$ cat config.mk
export PLATFORM = sky130hd
export DESIGN_NAME = uev_irq_top
export DESIGN_NICKNAME = d
export VERILOG_FILES = /design/src/rtl/uev_pkg.sv /design/src/rtl/uev_edge_det.sv /design/src/rtl/uev_sticky_flag.sv /design/src/rtl/uev_hold_reg.sv /design/src/rtl/uev_irq_top.sv
export SDC_FILE = /design/constraint.sdc
export NUM_CORES = 1
export LEC_CHECK = 0
export ABC_AREA = 1
export ABC_CLOCK_PERIOD_IN_PS = 1200
export BUFFER_PORTS_ARGS = -buffer_cell sky130_fd_sc_hd__buf_4
export CAP_MARGIN = 20
export CORE_MARGIN = 4
export CORE_UTILIZATION = 45
export DETAILED_ROUTE_END_ITERATION = 16
export PLACE_DENSITY_LB_ADDON = 0.12
export REMOVE_ABC_BUFFERS = 1
export SKIP_LAST_GASP = 1
export SLEW_MARGIN = 0
export SYNTH_ARGS = -nofsm -noshare
export SYNTH_HDL_FRONTEND = slang
export SYNTH_SLANG_ARGS = --single-unit
$ cat constraint.sdc
create_clock -name clk -period 1.2 [get_ports clk]
set_input_delay 0.24 -clock clk [delete_from_list [all_inputs] [get_ports clk]]
set_output_delay 0.24 -clock clk [all_outputs]
set_load 0.05 [all_outputs]
$ cat src/rtl/uev_pkg.sv
// Package: shared types for the underrun interrupt block.
// Assumes: nothing beyond a single clock domain.
package uev_pkg;

    // Next-state action chosen for the sticky pending flag.
    typedef enum logic [1:0] {
        FLAG_KEEP  = 2'd0,
        FLAG_SET   = 2'd1,
        FLAG_CLEAR = 2'd2
    } flag_act_e;

endpackage

$ cat src/rtl/uev_edge_det.sv
// Module: uev_edge_det
// Registers a level signal and reports a one-cycle rise when the level is
// high now and the registered copy is low.
// Assumes: level_i is synchronous to clk; the registered copy resets to 0,
// so a level already high out of reset counts as a rise.
module uev_edge_det (
    input  logic clk,
    input  logic rst_n,
    input  logic level_i,
    output logic rise_o
);

    logic level_q;

    // Keep the previous-cycle copy of the level.
    always_ff @(posedge clk) begin
        if (!rst_n) level_q <= 1'b0;
        else        level_q <= level_i;
    end

    // Rise is current high with previous low.
    always_comb rise_o = level_i & ~level_q;

    // A rise can never be reported two edges in a row.
    assert_single_rise_R4: assert property (@(posedge clk) disable iff (!rst_n)
        rise_o |=> !rise_o);

endmodule

$ cat src/rtl/uev_sticky_flag.sv
// Module: uev_sticky_flag
// Sticky flag that is set by set_i and cleared by clr_i. A set wins over a
// clear that arrives at the same edge.
// Assumes: set_i is a single-cycle event; clr_i is already qualified.
module uev_sticky_flag
    import uev_pkg::*;
(
    input  logic clk,
    input  logic rst_n,
    input  logic set_i,
    input  logic clr_i,
    output logic flag_o
);

    flag_act_e act;
    logic      flag_q;

    // Select the action, with set taking priority.
    always_comb begin
        if (set_i)      act = FLAG_SET;
        else if (clr_i) act = FLAG_CLEAR;
        else            act = FLAG_KEEP;
    end

    // Apply the action to the stored flag.
    always_ff @(posedge clk) begin
        if (!rst_n) begin
            flag_q <= 1'b0;
        end else begin
            unique case (act)
                FLAG_SET:   flag_q <= 1'b1;
                FLAG_CLEAR: flag_q <= 1'b0;
                default:    flag_q <= flag_q;
            endcase
        end
    end

    always_comb flag_o = flag_q;

    assert_set_R4: assert property (@(posedge clk) disable iff (!rst_n)
        set_i |=> flag_o);

    assert_sticky_R5: assert property (@(posedge clk) disable iff (!rst_n)
        (flag_o && !clr_i) |=> flag_o);

    assert_clear_R6: assert property (@(posedge clk) disable iff (!rst_n)
        (clr_i && !set_i) |=> !flag_o);

    assert_set_wins_R9: assert property (@(posedge clk) disable iff (!rst_n)
        (set_i && clr_i) |=> flag_o);

endmodule

$ cat src/rtl/uev_hold_reg.sv
// Module: uev_hold_reg
// Output word register: loads a new word when valid, otherwise keeps
// driving the last word so it repeats on the bus during an underrun.
// Assumes: valid_i and data_i are synchronous to clk.
module uev_hold_reg #(
    parameter int DATA_W = 16
) (
    input  logic              clk,
    input  logic              rst_n,
    input  logic              valid_i,
    input  logic [DATA_W-1:0] data_i,
    output logic [DATA_W-1:0] data_o
);

    logic [DATA_W-1:0] word_q;

    // Capture a word when one is offered, else hold.
    always_ff @(posedge clk) begin
        if (!rst_n)       word_q <= '0;
        else if (valid_i) word_q <= data_i;
    end

    always_comb data_o = word_q;

    assert_load_R2: assert property (@(posedge clk) disable iff (!rst_n)
        valid_i |=> (data_o == $past(data_i)));

    assert_hold_R3: assert property (@(posedge clk) disable iff (!rst_n)
        !valid_i |=> $stable(data_o));

endmodule

$ cat src/rtl/uev_irq_top.sv
// Module: uev_irq_top
// Turns entry into the underrun state into a sticky pending flag with a
// gated interrupt, and holds the last fetched word on the output bus.
// Assumes: all inputs are synchronous to clk; an acknowledge is a write
// strobe with a one in the acknowledge bit.
module uev_irq_top #(
    parameter int DATA_W = 16
) (
    input  logic              clk,
    input  logic              rst_n,
    input  logic              underrun_i,
    input  logic              smp_valid_i,
    input  logic [DATA_W-1:0] smp_data_i,
    output logic [DATA_W-1:0] out_data_o,
    input  logic              ack_wr_i,
    input  logic              ack_bit_i,
    input  logic              irq_en_i,
    output logic              pend_o,
    output logic              irq_o
);

    logic rise_w;
    logic ack_w;
    logic flag_w;

    uev_hold_reg #(.DATA_W(DATA_W)) u_hold (
        .clk     (clk),
        .rst_n   (rst_n),
        .valid_i (smp_valid_i),
        .data_i  (smp_data_i),
        .data_o  (out_data_o)
    );

    uev_edge_det u_edge (
        .clk     (clk),
        .rst_n   (rst_n),
        .level_i (underrun_i),
        .rise_o  (rise_w)
    );

    // Only a strobe carrying a one counts as an acknowledge.
    always_comb ack_w = ack_wr_i & ack_bit_i;

    uev_sticky_flag u_flag (
        .clk    (clk),
        .rst_n  (rst_n),
        .set_i  (rise_w),
        .clr_i  (ack_w),
        .flag_o (flag_w)
    );

    // Expose the stored flag and gate the interrupt with the enable.
    always_comb begin
        pend_o = flag_w;
        irq_o  = flag_w & irq_en_i;
    end

    assert_no_retrigger_R7: assert property (@(posedge clk) disable iff (!rst_n)
        (!pend_o && !rise_w) |=> !pend_o);

    assert_reentry_R8: assert property (@(posedge clk) disable iff (!rst_n)
        (underrun_i && !$past(underrun_i)) |=> pend_o);

    assert_ack_zero_R10: assert property (@(posedge clk) disable iff (!rst_n)
        (pend_o && !(ack_wr_i && ack_bit_i)) |=> pend_o);

    assert_reset_R1: assert property (@(posedge clk)
        !rst_n |=> (!pend_o && !irq_o && out_data_o == '0));

endmodule

Word-level counts from Yosys, hierarchy flattened
Index checks and enable logic that the tools add are counted.
{"block": "classes", "reduce_logical": 1, "bitwise_logic": 4, "n_eq_ne": 2, "muxes": 3}
{"operator": "two-way mux 2 bit", "n": 2}
{"operator": "bitwise AND 1 bit", "n": 3}
{"operator": "equality test 2 x 1 -> 1 bit, second input constant", "n": 1}
{"operator": "equality test 2 bit, second input constant", "n": 1}
{"operator": "one-hot mux 1 bit (2 select lines)", "n": 1}
{"operator": "nonzero test 2 bit", "n": 1}
{"operator": "NOT 1 bit", "n": 1}
{"block": "totals", "register_bits": 18, "output_inout_bits": 18, "elab_cells": 13, "input_bits": 23}

Depth between registers and ports, before layout
{"block": "depth", "word_depth": 5, "depth_mapped": 5}

Hierarchy
A second synthesis with hierarchy kept.
{"block": "unflattened", "cells_unflattened": 116, "area_unflattened_um2": 770.7}
{"module": "uev_hold_reg", "cells_each": 101, "area_per_inst_um2": 674.4, "n_inst": 1, "seq_area_each_um2": 320.3}
{"module": "uev_sticky_flag", "cells_each": 6, "area_per_inst_um2": 43.8, "n_inst": 1, "seq_area_each_um2": 20.0}
{"module": "uev_edge_det", "cells_each": 5, "area_per_inst_um2": 37.5, "n_inst": 1, "seq_area_each_um2": 20.0}
{"module": "uev_irq_top", "cells_each": 4, "area_per_inst_um2": 15.0, "n_inst": 1, "seq_area_each_um2": 0.0}

Worst setup path before layout
Ideal clock, no wire load.
{"block": "synth_path", "kind": "register to output", "start": "reg u_flag.flag_q, in the netlist u_flag.flag_o", "end": "out irq_o", "setup_slack_ps": -84, "stages_incl_launch_ff": 3, "arrival_time_ps": 1044, "cell_sequence": "dfxtp_1 -> nand2_1 -> inv_1"}
{"block": "synth_via", "elab_chain_cells": 1}
{"element": "start: declaration", "line_no": "uev_sticky_flag.sv:16", "text": "logic flag_q;"}
{"element": "start signal: assignment", "line_no": "uev_sticky_flag.sv:33", "text": "default: flag_q <= flag_q;"}
{"element": "bitwise AND 1 bit", "line_no": "uev_irq_top.sv:55", "text": "irq_o = flag_w & irq_en_i;"}
{"element": "end: declaration", "line_no": "uev_irq_top.sv:19", "text": "output logic irq_o"}
Every way passes these cells.

Worst setup path in the final report
Ends and elaborated chain as after synthesis.

==> out/metrics.yaml <==
status: "finished, final reports clean"
via_count: 702
drt-pass1-iter-count: 3
ios: 41
wire_per_inst_microns: 8.86
powerDensity_nw_per_um2: 1320
grt_pass1_vias: 599
h-tree-depth: 1
rows: 14
final_common_cell: "buf_4"
clk_latency_ns: 0.29
antenna_found_initial: 0
syn_to_final_growth_pct: 42.0
cts-root-buf: "clkbuf_4"
ant_nets: 0
place_inst: 163
crit_cells: 3
min_path_cells: 3
cp-start-kind: "flip-flop"
layout.cells.non_filler: 167
rsz0062_at_grt: "false"
core-area_sq_um: 1540
drc_errors: 0
hpwl_microns: 1100
cts.clk_slew.worst_paths_ns: 0.10
drive_gt1_share_pct: 30.5
cts_sinks: 18
syn_inst: 112
finalPower_mw: 1.40
fmax_mhz: 883
place.gp.congestion: 0.606
die_w_microns: 48.7
max_slew_margin_pct: 80.1
dr.first_iter.drc_count: 8
via_per_inst: 4.20
clockBufferDepth: 2
grt_max_degree: 33
ys_seq_area_share_pct: 48.4
period_share_pct: 94.4
numCtsBuffers: 3
end_kind: "output port"
num-fill-cells: 148
p_leak_nw: 0.636
ys_types: 7
start_util_pct: 48.3
slowest_stage: "dfxtp_2"
slew_violations: 0
final_cell_mix: "buf_4, nand2_1, nor2_1, inv_1, dfxtp_1"
syn_area_sq_um: 744
gr-total-overflow: 0
die_h_microns: 48.7
setup_viol: 0
worstMarginPinSlew_ns: 0.299
reg2regPathDepth: 2
grt_first_pass_wirelength_microns: 2500
multi_input_area_sq_um: 264
path_delay_family: "flip-flops"
io_buffers: 40
cp_cell_sequence: "nand2_1 -> inv_2 -> buf_6"
slowest_delay_ns: 0.35
synth_warnings: 0
finalCriticalPeriod_ns: 1.13
grt.total_usage_pct: 13.2
wl_microns: 1480
hold_viol_final: 0
regArea_sq_um: 362
nets: 175
peakVddDrop_mv: 0.879
crit_type: "reg2out"
crit_required_ns: 0.96
crit_path_max_fanout: 3
maxCapViolCount: 0
cts_tree: "yes"
worst_ep_arrival_time_ns: 0.89
skew_ns: 0.000165
synth-seq-cells: 18
die_area_sq_um: 2370
diodes: 0
crit_buf_inv: 2
hold_path.class: "in2reg"
avgSynthCellArea_sq_um: 6.65
[metal layers]
layer  wire length (microns)  track usage, %  vias to the layer above
met1                     625            16.3                      282
met4                      34            8.07                        0
li1                        -               -                      390
met5                       0               0                        -
met2                     682            18.7                       25
met3                     136            5.83                        5
[tightest hold or removal path: stages]
cell and delay [ns]:
buf_4 0.08, nand2_1 0.04, inv_1 0.05
[cells in the mapped netlist]
cell type	count	area, sq um
nand2_1	37	139
nor2_1	32	120
inv_1	19	71.3
dfxtp_1	18	360
buf_6	3	33.8
buf_4	2	15.0
nand3_1	1	5.00
[registers in the layout, indices dropped and copies added (netlist names)]
signal / flops
u_edge.level_q: 1
u_hold.data_o: 16
u_flag.flag_o: 1
[metrics by stage]
stage,area (sq um),hold WS (ns),setup TNS (ns),worst slack [ns],utilization (%)
floorplan,696,0.352,-0.0836,-0.0836,-
global placement,1020,0.446,0,0.357,65.9
detailed placement,1020,0.449,0,0.337,65.9
CTS,1050,0.139,0,0.000703,68.3
global route,1060,0.161,0,0.00679,68.6
finish,1060,0.143,0,0.0670,68.6
[logic make-up (layout without fill, tap and decap cells)]
kind of cell,count (synthesis),in the layout,share of synthesized area (%)
buffers and inverters,24,63,16.1
DFF,18,18,48.4
and+or+nand+nor,70,70,35.5
[final timing paths]
kind                           from  slack (ns)                 to
setup / recovery      u_flag.flag_o        0.07              irq_o
hold / removal           underrun_i        0.14     u_edge.level_q
hold reg to reg   u_hold.data_o[10]        0.48  u_hold.data_o[10]
setup reg to reg   u_hold.data_o[1]        0.64   u_hold.data_o[1]
[where the power goes]
part,internal (mW),switching (mW),leakage [nW]
Clock,0.185,0.184,0.0210
Sequential,0.640,0.0207,0.150
Combinational,0.133,0.234,0.465
[layout make-up]
class	count	area share, %
sequential	18	34.2
timing repair buffer	40	28.8
inverter	19	6.75
clock buffer	4	3.43
multi-input combinational	70	25.0
tap	16	1.89
[what timing repair did]
item                                    in CTS  in global routing
resized for setup                            0                  3
endpoints found under the setup margin       0                  1
hold buffers                                 0                  0
setup buffers                                0                  0
Power figures use the tool's default switching activity.
